$ cat config.mk
export PLATFORM = sky130hd
export DESIGN_NAME = lookahead_route
export DESIGN_NICKNAME = d
export VERILOG_FILES = /design/src/rtl/lookahead_route_pkg.sv /design/src/rtl/lookahead_route_ctrl.sv /design/src/rtl/lookahead_route_dp.sv /design/src/rtl/lookahead_route.sv
export SDC_FILE = /design/constraint.sdc
export NUM_CORES = 1
export LEC_CHECK = 0
export ABC_AREA = 1
export ABC_CLOCK_PERIOD_IN_PS = 2950
export BUFFER_PORTS_ARGS = -buffer_cell sky130_fd_sc_hd__buf_4
export CORE_MARGIN = 5
export CORE_UTILIZATION = 35
export CTS_BUF_LIST = sky130_fd_sc_hd__clkbuf_4
export DETAILED_ROUTE_END_ITERATION = 16
export HOLD_SLACK_MARGIN = 0.1
export PLACE_DENSITY = 0.69
export RECOVER_POWER = 50
export SYNTH_ARGS = -nofsm -noshare
export SYNTH_HDL_FRONTEND = slang
export SYNTH_HIERARCHICAL = 1
export SYNTH_SLANG_ARGS = --single-unit
export TNS_END_PERCENT = 30
$ cat constraint.sdc
create_clock -name clk -period 2.95 [get_ports clk]
set_input_delay 0.4425 -clock clk [delete_from_list [all_inputs] [get_ports clk]]
set_output_delay 0.4425 -clock clk [all_outputs]
set_load 0.01 [all_outputs]
$ cat src/rtl/lookahead_route_pkg.sv
package lookahead_route_pkg;

  localparam int PORT_W    = 3;
  localparam int NUM_PORTS = 5;

  typedef enum logic [PORT_W-1:0] {
    PORT_LOCAL = 3'd0,
    PORT_XP    = 3'd1,
    PORT_XN    = 3'd2,
    PORT_YP    = 3'd3,
    PORT_YN    = 3'd4
  } port_e;

  // Strobes from control to datapath
  typedef struct packed {
    logic capture;   // load output register with the incoming flit
    logic rewrite;   // replace head port field with next-hop code
    logic wakeEn;    // pulse wake toward the selected direction
  } strobe_t;

endpackage

$ cat src/rtl/lookahead_route_ctrl.sv
module lookahead_route_ctrl
  import lookahead_route_pkg::*;
#(
  parameter int FLIT_W = 64
) (
  input  logic              clk,
  input  logic              rstN,
  input  logic              inValid,
  input  logic [1:0]        inType,
  input  logic [PORT_W-1:0] inCode,
  input  logic              dirLegal,
  output strobe_t           strobe,
  output logic [PORT_W-1:0] selPort
);

  logic              isHead;
  logic              codeKnown;
  logic              goesOut;
  logic [PORT_W-1:0] heldPort;

  // type bit 0 marks a head (01 head, 11 single-flit)
  assign isHead    = inValid && inType[0];
  assign codeKnown = (inCode <= PORT_W'(NUM_PORTS - 1));
  assign goesOut   = codeKnown && (inCode != PORT_LOCAL) && dirLegal;

  always_comb begin
    strobe.capture = inValid;
    strobe.rewrite = isHead && goesOut;
    strobe.wakeEn  = isHead && goesOut;
  end

  always_ff @(posedge clk) begin
    if (!rstN) begin
      heldPort <= '0;
    end else if (isHead) begin
      heldPort <= inCode;
    end
  end

  assign selPort = isHead ? inCode : heldPort;


  body_follows_head_chk: assert property (@(posedge clk) disable iff (!rstN)
    (isHead |=> heldPort == $past(inCode)));


  no_rewrite_unknown_chk: assert property (@(posedge clk) disable iff (!rstN)
    (inValid && !codeKnown) |-> !strobe.rewrite);

endmodule

$ cat src/rtl/lookahead_route_dp.sv
module lookahead_route_dp
  import lookahead_route_pkg::*;
#(
  parameter int FLIT_W = 64,
  parameter int MESH_X = 8,
  parameter int MESH_Y = 8,
  parameter int CW     = 3
) (
  input  logic              clk,
  input  logic              rstN,
  input  logic [CW-1:0]     myX,
  input  logic [CW-1:0]     myY,
  input  logic [FLIT_W-1:0] inFlit,
  input  strobe_t           strobe,
  input  logic [PORT_W-1:0] selPort,
  output logic              dirLegal,
  output logic              outValid,
  output logic [FLIT_W-1:0] outFlit,
  output logic [PORT_W-1:0] outPort,
  output logic [NUM_PORTS-1:0] wake
);

  localparam int DX_LSB = PORT_W;
  localparam int DY_LSB = PORT_W + CW;
  localparam logic [CW-1:0] X_MAX = CW'(MESH_X - 1);
  localparam logic [CW-1:0] Y_MAX = CW'(MESH_Y - 1);

  logic [CW-1:0]       dstX, dstY;
  logic [CW-1:0]       nextX, nextY;
  logic [PORT_W-1:0]   inCode;
  logic [PORT_W-1:0]   nextCode;
  logic [FLIT_W-1:0]   flitNext;
  logic [NUM_PORTS-1:0] wakeNext;

  assign inCode = inFlit[PORT_W-1:0];
  assign dstX   = inFlit[DX_LSB +: CW];
  assign dstY   = inFlit[DY_LSB +: CW];

  // Edge check: direction must lead to an existing neighbour
  always_comb begin
    unique case (inCode)
      PORT_XP: dirLegal = (myX != X_MAX);
      PORT_XN: dirLegal = (myX != '0);
      PORT_YP: dirLegal = (myY != Y_MAX);
      PORT_YN: dirLegal = (myY != '0);
      default: dirLegal = 1'b1;
    endcase
  end

  // Coordinates of the router this flit enters next
  always_comb begin
    nextX = myX;
    nextY = myY;
    unique case (inCode)
      PORT_XP: nextX = myX + 1'b1;
      PORT_XN: nextX = myX - 1'b1;
      PORT_YP: nextY = myY + 1'b1;
      PORT_YN: nextY = myY - 1'b1;
      default: ;
    endcase
  end

  // Dimension-order decision made on behalf of the next router
  always_comb begin
    if (dstX > nextX)      nextCode = PORT_XP;
    else if (dstX < nextX) nextCode = PORT_XN;
    else if (dstY > nextY) nextCode = PORT_YP;
    else if (dstY < nextY) nextCode = PORT_YN;
    else                   nextCode = PORT_LOCAL;
  end

  always_comb begin
    flitNext = inFlit;
    if (strobe.rewrite) flitNext[PORT_W-1:0] = nextCode;
  end

  for (genvar p = 0; p < NUM_PORTS; p++) begin : g_wake
    assign wakeNext[p] = strobe.wakeEn && (selPort == PORT_W'(p));
  end

  always_ff @(posedge clk) begin
    if (!rstN) begin
      outValid <= 1'b0;
      outFlit  <= '0;
      outPort  <= '0;
      wake     <= '0;
    end else begin
      outValid <= strobe.capture;
      wake     <= wakeNext;
      if (strobe.capture) begin
        outFlit <= flitNext;
        outPort <= selPort;
      end
    end
  end


  valid_follows_chk: assert property (@(posedge clk) disable iff (!rstN)
    (strobe.capture |=> outValid));

  idle_follows_chk: assert property (@(posedge clk) disable iff (!rstN)
    (!strobe.capture |=> !outValid));

  wake_onehot_chk: assert property (@(posedge clk) disable iff (!rstN)
    $onehot0(wake));

  wake_needs_flit_chk: assert property (@(posedge clk) disable iff (!rstN)
    (wake != '0) |-> outValid);

  wake_matches_port_chk: assert property (@(posedge clk) disable iff (!rstN)
    (wake != '0) |-> wake[outPort]);

  body_no_wake_chk: assert property (@(posedge clk) disable iff (!rstN)
    (outValid && !outFlit[FLIT_W-2]) |-> (wake == '0));

  bad_code_no_wake_chk: assert property (@(posedge clk) disable iff (!rstN)
    (outValid && outPort >= PORT_W'(NUM_PORTS)) |-> (wake == '0));

endmodule

$ cat src/rtl/lookahead_route.sv
module lookahead_route
  import lookahead_route_pkg::*;
#(
  parameter int FLIT_W = 64,
  parameter int MESH_X = 8,
  parameter int MESH_Y = 8,
  parameter int CW     = 3
) (
  input  logic              clk,
  input  logic              rstN,
  input  logic [CW-1:0]     myX,
  input  logic [CW-1:0]     myY,
  input  logic              inValid,
  input  logic [FLIT_W-1:0] inFlit,
  output logic              outValid,
  output logic [FLIT_W-1:0] outFlit,
  output logic [2:0]        outPort,
  output logic [4:0]        wake
);

  strobe_t           strobe;
  logic [PORT_W-1:0] selPort;
  logic              dirLegal;

  lookahead_route_ctrl #(.FLIT_W(FLIT_W)) u_ctrl (
    .clk      (clk),
    .rstN     (rstN),
    .inValid  (inValid),
    .inType   (inFlit[FLIT_W-1 -: 2]),
    .inCode   (inFlit[PORT_W-1:0]),
    .dirLegal (dirLegal),
    .strobe   (strobe),
    .selPort  (selPort)
  );

  lookahead_route_dp #(
    .FLIT_W(FLIT_W), .MESH_X(MESH_X), .MESH_Y(MESH_Y), .CW(CW)
  ) u_dp (
    .clk      (clk),
    .rstN     (rstN),
    .myX      (myX),
    .myY      (myY),
    .inFlit   (inFlit),
    .strobe   (strobe),
    .selPort  (selPort),
    .dirLegal (dirLegal),
    .outValid (outValid),
    .outFlit  (outFlit),
    .outPort  (outPort),
    .wake     (wake)
  );


  reset_quiet_chk: assert property (@(posedge clk)
    !rstN |=> (!outValid && wake == '0 && outPort == '0));

endmodule

==> flow_summary.json, run 1 <==
{
  "row_count": 34,
  "grt_pass1_wl_um": 14330,
  "clkTransAtPathRegs_ns": 0.12,
  "nFillCells": 912,
  "seqPwrFrac": 0.554,
  "worstSetupStartpointType": "primary input",
  "drv_slew": 0,
  "cts_made_buffers": 9,
  "post_cts_resized": 0,
  "worstHoldPathType": "in -> reg",
  "die-height_um": 104.3,
  "viasPerCell": 4.706,
  "postSynthAreaPerCell_sq_um": 7.590,
  "setup_viol": 0,
  "peakVddDrop_mv": 0.2602,
  "async_flop_share": 0,
  "cp_max_fo": 4,
  "vias": 3092,
  "yosys-top-cells-area": "dfxtp_1 49%, nor2_1 17%, o21ai_0 10%",
  "crit_path_cell_trace": "buf_4 > inv_1 > nor3_2 > fa_1 > o21ai_0 > nand2_1 > nand2_1 > inv_1 > ha_1 > a21oi_1 > nand2_1 > nor2_1 > nand2_1 > a21oi_1",
  "fmax_mhz": 470.7,
  "slowest_stage": "fa_1",
  "path_buf_inv": 3,
  "reg2regPathDepth": 6,
  "slew-limit-headroom": 0.2284,
  "grt_pass1_vias": 3072,
  "fp.dieW_um": 104.3,
  "grt_overflow_total": 0,
  "skew_ns": 0.004838,
  "h-tree-depth": 3,
  "io_pins": 146,
  "yosysSeqAreaShare": 0.4889,
  "tns_ns": 0,
  "ys_ff_latch": 76,
  "status": "completed",
  "yosysUniqueCellTypes": 30,
  "comb_power_share": 0.199,
  "p_leak_nw": 2.004,
  "p_sw_uw": 576.0,
  "syn-num-nets": 491,
  "hold_buffers": 0,
  "yosys-top-cells-count": "137 x nor2_1, 76 x dfxtp_1, 63 x o21ai_0",
  "cts.sinks": 76,
  "finalWirelength_um": 8761,
  "cp-end-kind": "register",
  "path_common_cell": "nand2_1",
  "n_antenna_cell": 0,
  "power_frac_clock": 0.247,
  "worstPathRequired_ns": 3.27,
  "drive_gt1_frac": 0.2404,
  "start_util": 0.3586,
  "gp_congestion": 0.8900,
  "core_area_sq_um": 8678,
  "area_delta_synth_final_pct": 33.29,
  "holdPathStages": 3,
  "drt_pass1_iterations": 4,
  "ant_nets": 0,
  "cp.arrival_ns": 2.44,
  "hold_end": "u_dp/outFlit[48]$_SDFFE_PN0P_",
  "synth_most_common_cell": "nor2_1",
  "final-hold-violation-count": 0,
  "drc": 0,
  "cellPowerDensity_nw_per_um2": 490.6,
  "numPortBuffers": 145,
  "tightest_slew_ns": 1.157,
  "grt_start_max_net_pins": 71,
  "cts-root-buf": "clkbuf_4",
  "hold_start": "inFlit[48]",
  "finalCritPeriodShare": 0.7201,
  "period_needed_ns": 2.124,
  "drtIter0Drc": 125,
  "cts_setup_buffers": 0,
  "clock_latency_ns": 0.39,
  "power_mw": 2.035,
  "netlist_instances": 410,
  "fin_hold_ws_ns": 0.2591,
  "yosys_most_used_dff": "dfxtp_1",
  "synth_edf_count": 0,
  "critPathTopFamily": "adder cells",
  "yosys_warnings": 6,
  "slowest_delay_ns": 0.38,
  "dp_hpwl_um": 6501,
  "timing.rr.start": "u_ctrl/heldPort[0]$_SDFF_PN0_",
  "synth_top_area_share": 0.4889,
  "cap_violations": 0,
  "antenna_found_initial": 0,
  "fp.dieArea_sq_um": 10880,
  "reg2reg_slack_ns": 1.83,
  "r2r-end": "u_dp/wake[4]$_SDFF_PN0_",
  "rsz0062_at_grt": "no",
  "critical_path_class": "in -> reg",
  "nets": 626,
  "syn_area_sq_um": 3112,
  "switching_share": 0.2831,
  "synth_top_cell_by_area": "dfxtp_1",
  "gr-usage-all-layers": 0.1552,
  "wl_per_cell_um": 13.33,
  "cts_tree": "yes",
  "clk_path_buf_depth": 2,
  "p_int_mw": 1.459
}
## routing by layer
metal,routed length (um),GRT usage,share of wire,up-vias
li1,-,-,-,1579
met1,3675,0.1819,0.42,1383
met2,4195,0.2624,0.48,116
met3,753,0.05090,0.086,14
met4,137,0.05735,0.016,0
met5,0,0,0,-
## power groups by stage
stage	sequential, mW	clock, mW	combinational [mW]
final	1.13	0.502	0.405
after global routing	1.14	0.580	0.454
after CTS	1.13	0.535	0.433
after detailed placement	1.15	0	0.432
after global placement	1.15	0	0.420
after floorplan	1.18	0	0.183
## worst min-delay path, cell delays in order
cell and delay (ns):
buf_4 0.08, nor2_1 0.03, nor2_1 0.08
## worst max-delay path by stage
stage | slack (ns) | startpoint | cells after the start | end
CTS | 0.93 | inFlit[2] | 14 | u_dp/outFlit[2]$_SDFFE_PN0P_
detailed placement | 0.50 | inFlit[2] | 14 | u_dp/outFlit[2]$_SDFFE_PN0P_
global route | 0.72 | inFlit[2] | 14 | u_dp/outFlit[2]$_SDFFE_PN0P_
finish | 0.83 | inFlit[2] | 14 | u_dp/outFlit[2]$_SDFFE_PN0P_
floorplan | 0.81 | inFlit[2] | 14 | u_dp/outFlit[0]$_SDFFE_PN0P_
global placement | 0.57 | inFlit[2] | 15 | u_dp/outFlit[0]$_SDFFE_PN0P_
## sequential cells by signal, summed over array words and instances (netlist names)
name / cells
u_dp/outFlit: 64
u_dp/outPort: 3
u_dp/outValid: 1
u_ctrl/heldPort: 3
u_dp/wake: 5
## layout make-up
cell class,instances,area [sq um],area share
clock buffer,11,82.58,0.01991
clock inverter,4,17.52,0.004223
inverter,31,116.4,0.02805
multi-input combinational,280,1316,0.3173
sequential,76,1521,0.3668
tap,108,135.1,0.03258
timing repair buffer,147,958.4,0.2311
## cells by family after synthesis
family / count (synthesis) / share of synthesized area
adders and majority gates: 8 / 0.03699
and+or+nand+nor: 184 / 0.2348
DFF: 76 / 0.4889
buffers and inverters: 54 / 0.08805
xor gates and xnor gates: 3 / 0.008445
AOI/OAI and AO/OA: 83 / 0.1363
muxes: 2 / 0.006434
## per-stage QoR
step	setup slack, ns	cells	area, sq um	utilization
3_3_place_gp	0.5702	642	4193	0.4831
4_1_cts	0.9323	657	4293	0.4947
6_report	0.8256	657	4148	0.4779
2_1_floorplan	0.8087	410	3112	-
5_1_grt	0.7166	657	4148	0.4779
3_5_place_dp	0.5015	642	4193	0.4831
## layout by cell type (no fill, tap or decap), drive strengths merged
cell / n
nor3: 5
nor4: 1
inv: 30
dfxtp: 76
nand3: 11
nor2: 138
xor2: 3
o22ai: 1
or2: 1
fa: 2
a31oi: 3
mux2i: 2
clkbuf: 50
clkinv: 5
buf: 108
ha: 6
o21ai: 69
a21oi: 10
nand2: 28
No activity file was read; power rests on OpenSTA's default activity.
==> run 2: changes to the inputs <==
Settings changed: ABC_AREA 1 to 0, ABC_CLOCK_PERIOD_IN_PS 2950 to 2100, PLACE_DENSITY 0.69 to 0.68.
Clock period 2.95 ns to 2.1 ns, I/O delays scaled along.
==> flow_summary.json, run 2 <==
{
  "layout_setup_ws_ns": -0.1533,
  "cp-end-kind": "register",
  "period_needed_ns": 2.253,
  "yosysUniqueCellTypes": 36,
  "p_leak_nw": 2.263,
  "grt_start_max_net_pins": 41,
  "netlist_instances": 315,
  "critical_path_class": "in -> reg",
  "worstSetupStartpointType": "primary input",
  "syn-num-nets": 396,
  "cts_made_buffers": 9,
  "synth_edf_count": 0,
  "clkTransAtPathRegs_ns": 0.13,
  "grt_overflow_total": 0,
  "top_regs": "u_dp/outFlit x64, u_dp/wake x5",
  "yosys-top-cells-count": "76 x dfxtp_1, 66 x mux2i_1, 64 x nor2b_1",
  "peakVddDrop_mv": 0.3699,
  "n_antenna_cell": 0,
  "drtIter0Drc": 64,
  "yosysSeqAreaShare": 0.4666,
  "die-height_um": 106.5,
  "row_count": 35,
  "hold_buffers": 0,
  "cts-root-buf": "clkbuf_4",
  "numPortBuffers": 145,
  "power_mw": 3.267,
  "wl_per_cell_um": 13.68,
  "fp.dieArea_sq_um": 11350,
  "final_area_sq_um": 4708,
  "core_area_sq_um": 9153,
  "reg2regPathDepth": 3,
  "drv_slew": 0,
  "mostFrequentLayoutCells": "154 x buf_4, 76 x dfxtp_1, 66 x mux2i_1",
  "yosys_most_used_dff": "dfxtp_1",
  "cp.arrival_ns": 2.57,
  "cts.sinks": 76,
  "fp.dieW_um": 106.5,
  "ant_nets": 0,
  "tightest_slew_ns": 1.455,
  "viasPerCell": 4.626,
  "setup_viol": 3,
  "antenna_found_initial": 0,
  "holdPathStages": 3,
  "skew_ns": 0.003262,
  "critPathLaunch": "inFlit[0]",
  "async_flop_share": 0,
  "hold_start": "inFlit[20]",
  "grt_pass1_vias": 2714,
  "clock_latency_ns": 0.38,
  "yosys-top-cells-area": "dfxtp_1 47%, mux2i_1 20%, nor2b_1 12%",
  "area_delta_synth_final_pct": 44.40,
  "synth_top_area_share": 0.4666,
  "fmax_mhz": 443.8,
  "clk_path_buf_depth": 2,
  "finalCritPeriodShare": 1.073,
  "finalWirelength_um": 8017,
  "largest_register": "u_dp/outFlit",
  "ys_ff_latch": 76,
  "violations": "negative setup slack",
  "nets": 552,
  "io_pins": 146,
  "final_common_cell": "buf_4",
  "postPlaceCellArea_sq_um": 4542,
  "gp_congestion": 0.8126,
  "status": "finished with violations",
  "drc": 0,
  "h-tree-depth": 3,
  "syn_area_sq_um": 3261,
  "grt_pass1_wl_um": 12590,
  "start_util": 0.3563,
  "worstPathRequired_ns": 2.42,
  "cellPowerDensity_nw_per_um2": 693.9,
  "largest_reg_flops": 64,
  "postSynthAreaPerCell_sq_um": 10.35,
  "timing.rr.start": "u_ctrl/heldPort[0]$_SDFF_PN0_",
  "rsz0062_at_grt": "yes",
  "cp_max_fo": 2,
  "final-hold-violation-count": 0,
  "gr-usage-all-layers": 0.1352,
  "cts_tree": "yes",
  "drive_gt1_frac": 0.3747,
  "drt_pass1_iterations": 4,
  "synth_most_common_cell": "dfxtp_1",
  "worstHoldPathType": "in -> reg",
  "slew-limit-headroom": 0.03016,
  "yosys_warnings": 6,
  "cap_violations": 0,
  "synth_top_cell_by_area": "dfxtp_1",
  "vias": 2711,
  "dp_hpwl_um": 6133
}
[run 2: cell count changes in the layout (fill, tap and decap cells not counted), sizes merged, moves of 4 or more]
cell and delta:
mux2i +64, nor2b +64, inv -22, nand4 +4, nor2 -130, clkinv -4, o21ai -63, buf +48
clkbuf -34, nand2 -19
[run 2: worst paths after layout]
check                                                     end  slack [ns]
worst max-delay path             u_dp/outFlit[2]$_SDFFE_PN0P_       -0.15
worst min register to register  u_dp/outFlit[11]$_SDFFE_PN0P_        0.53
worst max register to register        u_dp/wake[2]$_SDFF_PN0_        1.03
worst min-delay path            u_dp/outFlit[20]$_SDFFE_PN0P_        0.17
[run 2: cells by family (layout without fill, tap and decap cells)]
| kind of cell | Yosys count | in the layout | share of synthesized area |
|---|---|---|---|
| simple gates | 111 | 111 | 0.2011 |
| flops | 76 | 76 | 0.4666 |
| mux | 66 | 66 | 0.2026 |
| buf+inv | 25 | 185 | 0.03415 |
| compound gates | 24 | 24 | 0.04681 |
| fa+ha+maj | 8 | 8 | 0.03530 |
| xor+xnor | 5 | 5 | 0.01343 |
[run 2: what timing repair did]
item | 4_1_cts | 5_1_grt
setup endpoints to repair | 3 | 3
gates cloned | 0 | 0
resized for setup | 5 | 0
buffers inserted | 0 | 0
pin swaps | 1 | 0
[run 2: metrics by stage]
stage          hold slack [ns]  worst slack [ns]  TNS, ns    util  instances
2_1_floorplan           0.4663           -0.3800  -0.7998       -        315
3_3_place_gp            0.4962           -0.5486   -1.330  0.4962        571
3_5_place_dp            0.5059           -0.5885   -1.516  0.4962        571
4_1_cts                 0.1282          -0.09796  -0.1046  0.5172        586
5_1_grt                 0.1438           -0.2044  -0.4655  0.5144        586
6_report                0.1676           -0.1533  -0.2446  0.5144        586
[run 2: area by class of cell]
| cell class | instances | area, sq um |
|---|---|---|
| fill | 845 | 4444 |
| multi-input combinational | 214 | 1637 |
| sequential | 76 | 1521 |
| timing repair buffer | 163 | 1206 |
| tap | 111 | 138.9 |
| clock inverter | 6 | 111.4 |
| clock buffer | 9 | 67.56 |
| inverter | 7 | 26.28 |
[run 2: report_power, final]
group	switching, mW	internal, mW
clock	0.496	0.599
combinational	0.268	0.342
sequential	0.0402	1.52
total	0.803	2.46
[run 2: worst max-delay path, cell delays in order]
cell      delay, ns
buf_6          0.09
or3_4          0.38
inv_2          0.06
fa_1           0.43
nor3b_2        0.18
o21ai_1        0.08
o221ai_1       0.08
ha_1           0.27
nand3b_1       0.11
nand3_1        0.07
or3b_1         0.34
a31oi_1        0.15
[run 2: layer usage]
metal / GRT usage / share of wire
met5: 0 / 0
met4: 0.04292 / 0.0074
met3: 0.05100 / 0.095
met2: 0.2217 / 0.47
met1: 0.1640 / 0.43
==> run 3: changes to the inputs <==
Settings changed: ABC_CLOCK_PERIOD_IN_PS 2100 to 2200, BUFFER_PORTS_ARGS -buffer_cell sky130_fd_sc_hd__buf_4 to -buffer_cell sky130_fd_sc_hd__buf_2.
Clock period 2.1 ns to 2.2 ns, I/O delays scaled along.
==> flow_summary.json, run 3 (same netlist as run 2, synthesis figures left out) <==
{
  "n_antenna_cell": 0,
  "rsz0062_at_grt": "yes",
  "worstPathRequired_ns": 2.54,
  "violations": "max-capacitance violations, max-slew violations, negative setup slack",
  "pre_cts_slack_ns": -0.5151,
  "die-height_um": 106.5,
  "drc": 0,
  "slew-limit-headroom": -0.07661,
  "grt_pass1_wl_um": 13070,
  "largest_reg_flops": 64,
  "layout_setup_ws_ns": -0.04523,
  "cts_made_buffers": 9,
  "final_area_sq_um": 4383,
  "drv_slew": 24,
  "reg2reg_slack_ns": 1.08,
  "h-tree-depth": 3,
  "tightest_slew_ns": 1.615,
  "hold_start": "inFlit[46]",
  "cp_max_fo": 3,
  "fin_hold_ws_ns": 0.1704,
  "row_count": 35,
  "drive_gt1_frac": 0.3800,
  "clock_latency_ns": 0.41,
  "grt_overflow_total": 0,
  "gr-usage-all-layers": 0.1429,
  "timing.rr.start": "u_ctrl/heldPort[1]$_SDFF_PN0_",
  "place_inst": 572,
  "finalCritPeriodShare": 1.021,
  "drtIter0Drc": 41,
  "final-hold-violation-count": 0,
  "worstSetupStartpointType": "primary input",
  "cp-end-kind": "register",
  "clk_path_buf_depth": 2,
  "cts-root-buf": "clkbuf_4",
  "p_leak_nw": 2.197,
  "setup_viol": 1,
  "r2r-end": "u_dp/wake[2]$_SDFF_PN0_",
  "finish.utilization": 0.4789,
  "top_regs": "u_dp/outFlit x64, u_dp/wake x5",
  "wl_per_cell_um": 13.46,
  "holdPathStages": 3,
  "status": "finished with violations",
  "final_common_cell": "buf_2",
  "power_mw": 2.994,
  "grt_start_max_net_pins": 31,
  "skew_ns": 0.008129,
  "cap_violations": 1,
  "worstHoldPathType": "in -> reg",
  "cp.arrival_ns": 2.59,
  "postPlaceCellArea_sq_um": 4189,
  "gp_congestion": 0.8258,
  "area_delta_synth_final_pct": 34.42,
  "drt_pass1_iterations": 4,
  "io_pins": 146,
  "slowest_stage": "fa_1",
  "cts_tree": "yes",
  "fp.dieW_um": 106.5,
  "cellPowerDensity_nw_per_um2": 683.2,
  "final_cells": 590,
  "period_needed_ns": 2.245,
  "start_util": 0.3563,
  "core_area_sq_um": 9153,
  "fmax_mhz": 445.4,
  "numPortBuffers": 145,
  "viasPerCell": 4.588,
  "peakVddDrop_mv": 0.3859,
  "nets": 555,
  "grt_pass1_vias": 2770,
  "ant_nets": 0,
  "crit_path_cell_trace": "buf_6 > or3_4 > inv_2 > fa_1 > nor3b_2 > o21ai_1 > o221ai_2 > ha_1 > nand3b_1 > nand3_1 > or3b_1 > a31oi_1",
  "reg2regPathDepth": 3,
  "antenna_found_initial": 0,
  "clkTransAtPathRegs_ns": 0.14,
  "dp_hpwl_um": 6020,
  "slowest_delay_ns": 0.44,
  "largest_register": "u_dp/outFlit",
  "mostFrequentLayoutCells": "136 x buf_2, 76 x dfxtp_1, 66 x mux2i_1",
  "hold_end": "u_dp/outFlit[46]$_SDFFE_PN0P_",
  "finalWirelength_um": 7942,
  "tns_ns": -0.04523,
  "vias": 2707,
  "fp.dieArea_sq_um": 11350,
  "cts.sinks": 76,
  "critical_path_class": "in -> reg"
}
## run 3: critical path, delay by kind of cell
| family | cells | cell delay (ns) |
|---|---|---|
| compound gates | 3 | 0.31 |
| buf+inv | 2 | 0.15 |
| simple gates | 5 | 1.09 |
| fa+ha+maj | 2 | 0.70 |
## run 3: per-layer routing
| metal | global-route usage | vias up | part of all wire |
|---|---|---|---|
| li1 | - | 1388 | - |
| met1 | 0.1681 | 1219 | 0.43 |
| met2 | 0.2416 | 95 | 0.48 |
| met5 | 0 | - | 0 |
| met4 | 0.03014 | 0 | 0.0077 |
| met3 | 0.06315 | 5 | 0.090 |
## run 3: worst max-delay path by stage
stage | start | end | cells after the start
floorplan | inFlit[0] | u_dp/outFlit[2]$_SDFFE_PN0P_ | 11
global placement | inFlit[0] | u_dp/outFlit[2]$_SDFFE_PN0P_ | 12
detailed placement | inFlit[0] | u_dp/outFlit[2]$_SDFFE_PN0P_ | 12
CTS | inFlit[0] | u_dp/outFlit[2]$_SDFFE_PN0P_ | 12
global route | inFlit[0] | u_dp/outFlit[2]$_SDFFE_PN0P_ | 12
finish | inFlit[0] | u_dp/outFlit[2]$_SDFFE_PN0P_ | 12
## run 3: repair_timing
| item | 4_1_cts | 5_1_grt |
|---|---|---|
| hold buffers | 0 | 0 |
| buffers inserted | 2 | 0 |
| gates resized for setup | 6 | 1 |
| endpoints found under the setup margin | 1 | 2 |
| gates cloned | 0 | 0 |
| pin swaps | 4 | 5 |
## run 3: layout make-up
class                   count  area (sq um)
flip-flops and latches     76          1521
repair buffers            166         887.1
well taps                 111         138.9
fillers                   904          4770
multi-input cells         214          1643
inverters                   7         26.28
clock buffers               9         67.56
clock inverters             7         98.84
## run 3: report_power, final
group          internal, mW  switching (mW)  total (mW)
Sequential             1.45          0.0348        1.49
Combinational         0.267           0.256       0.522
Clock                 0.467           0.517       0.984
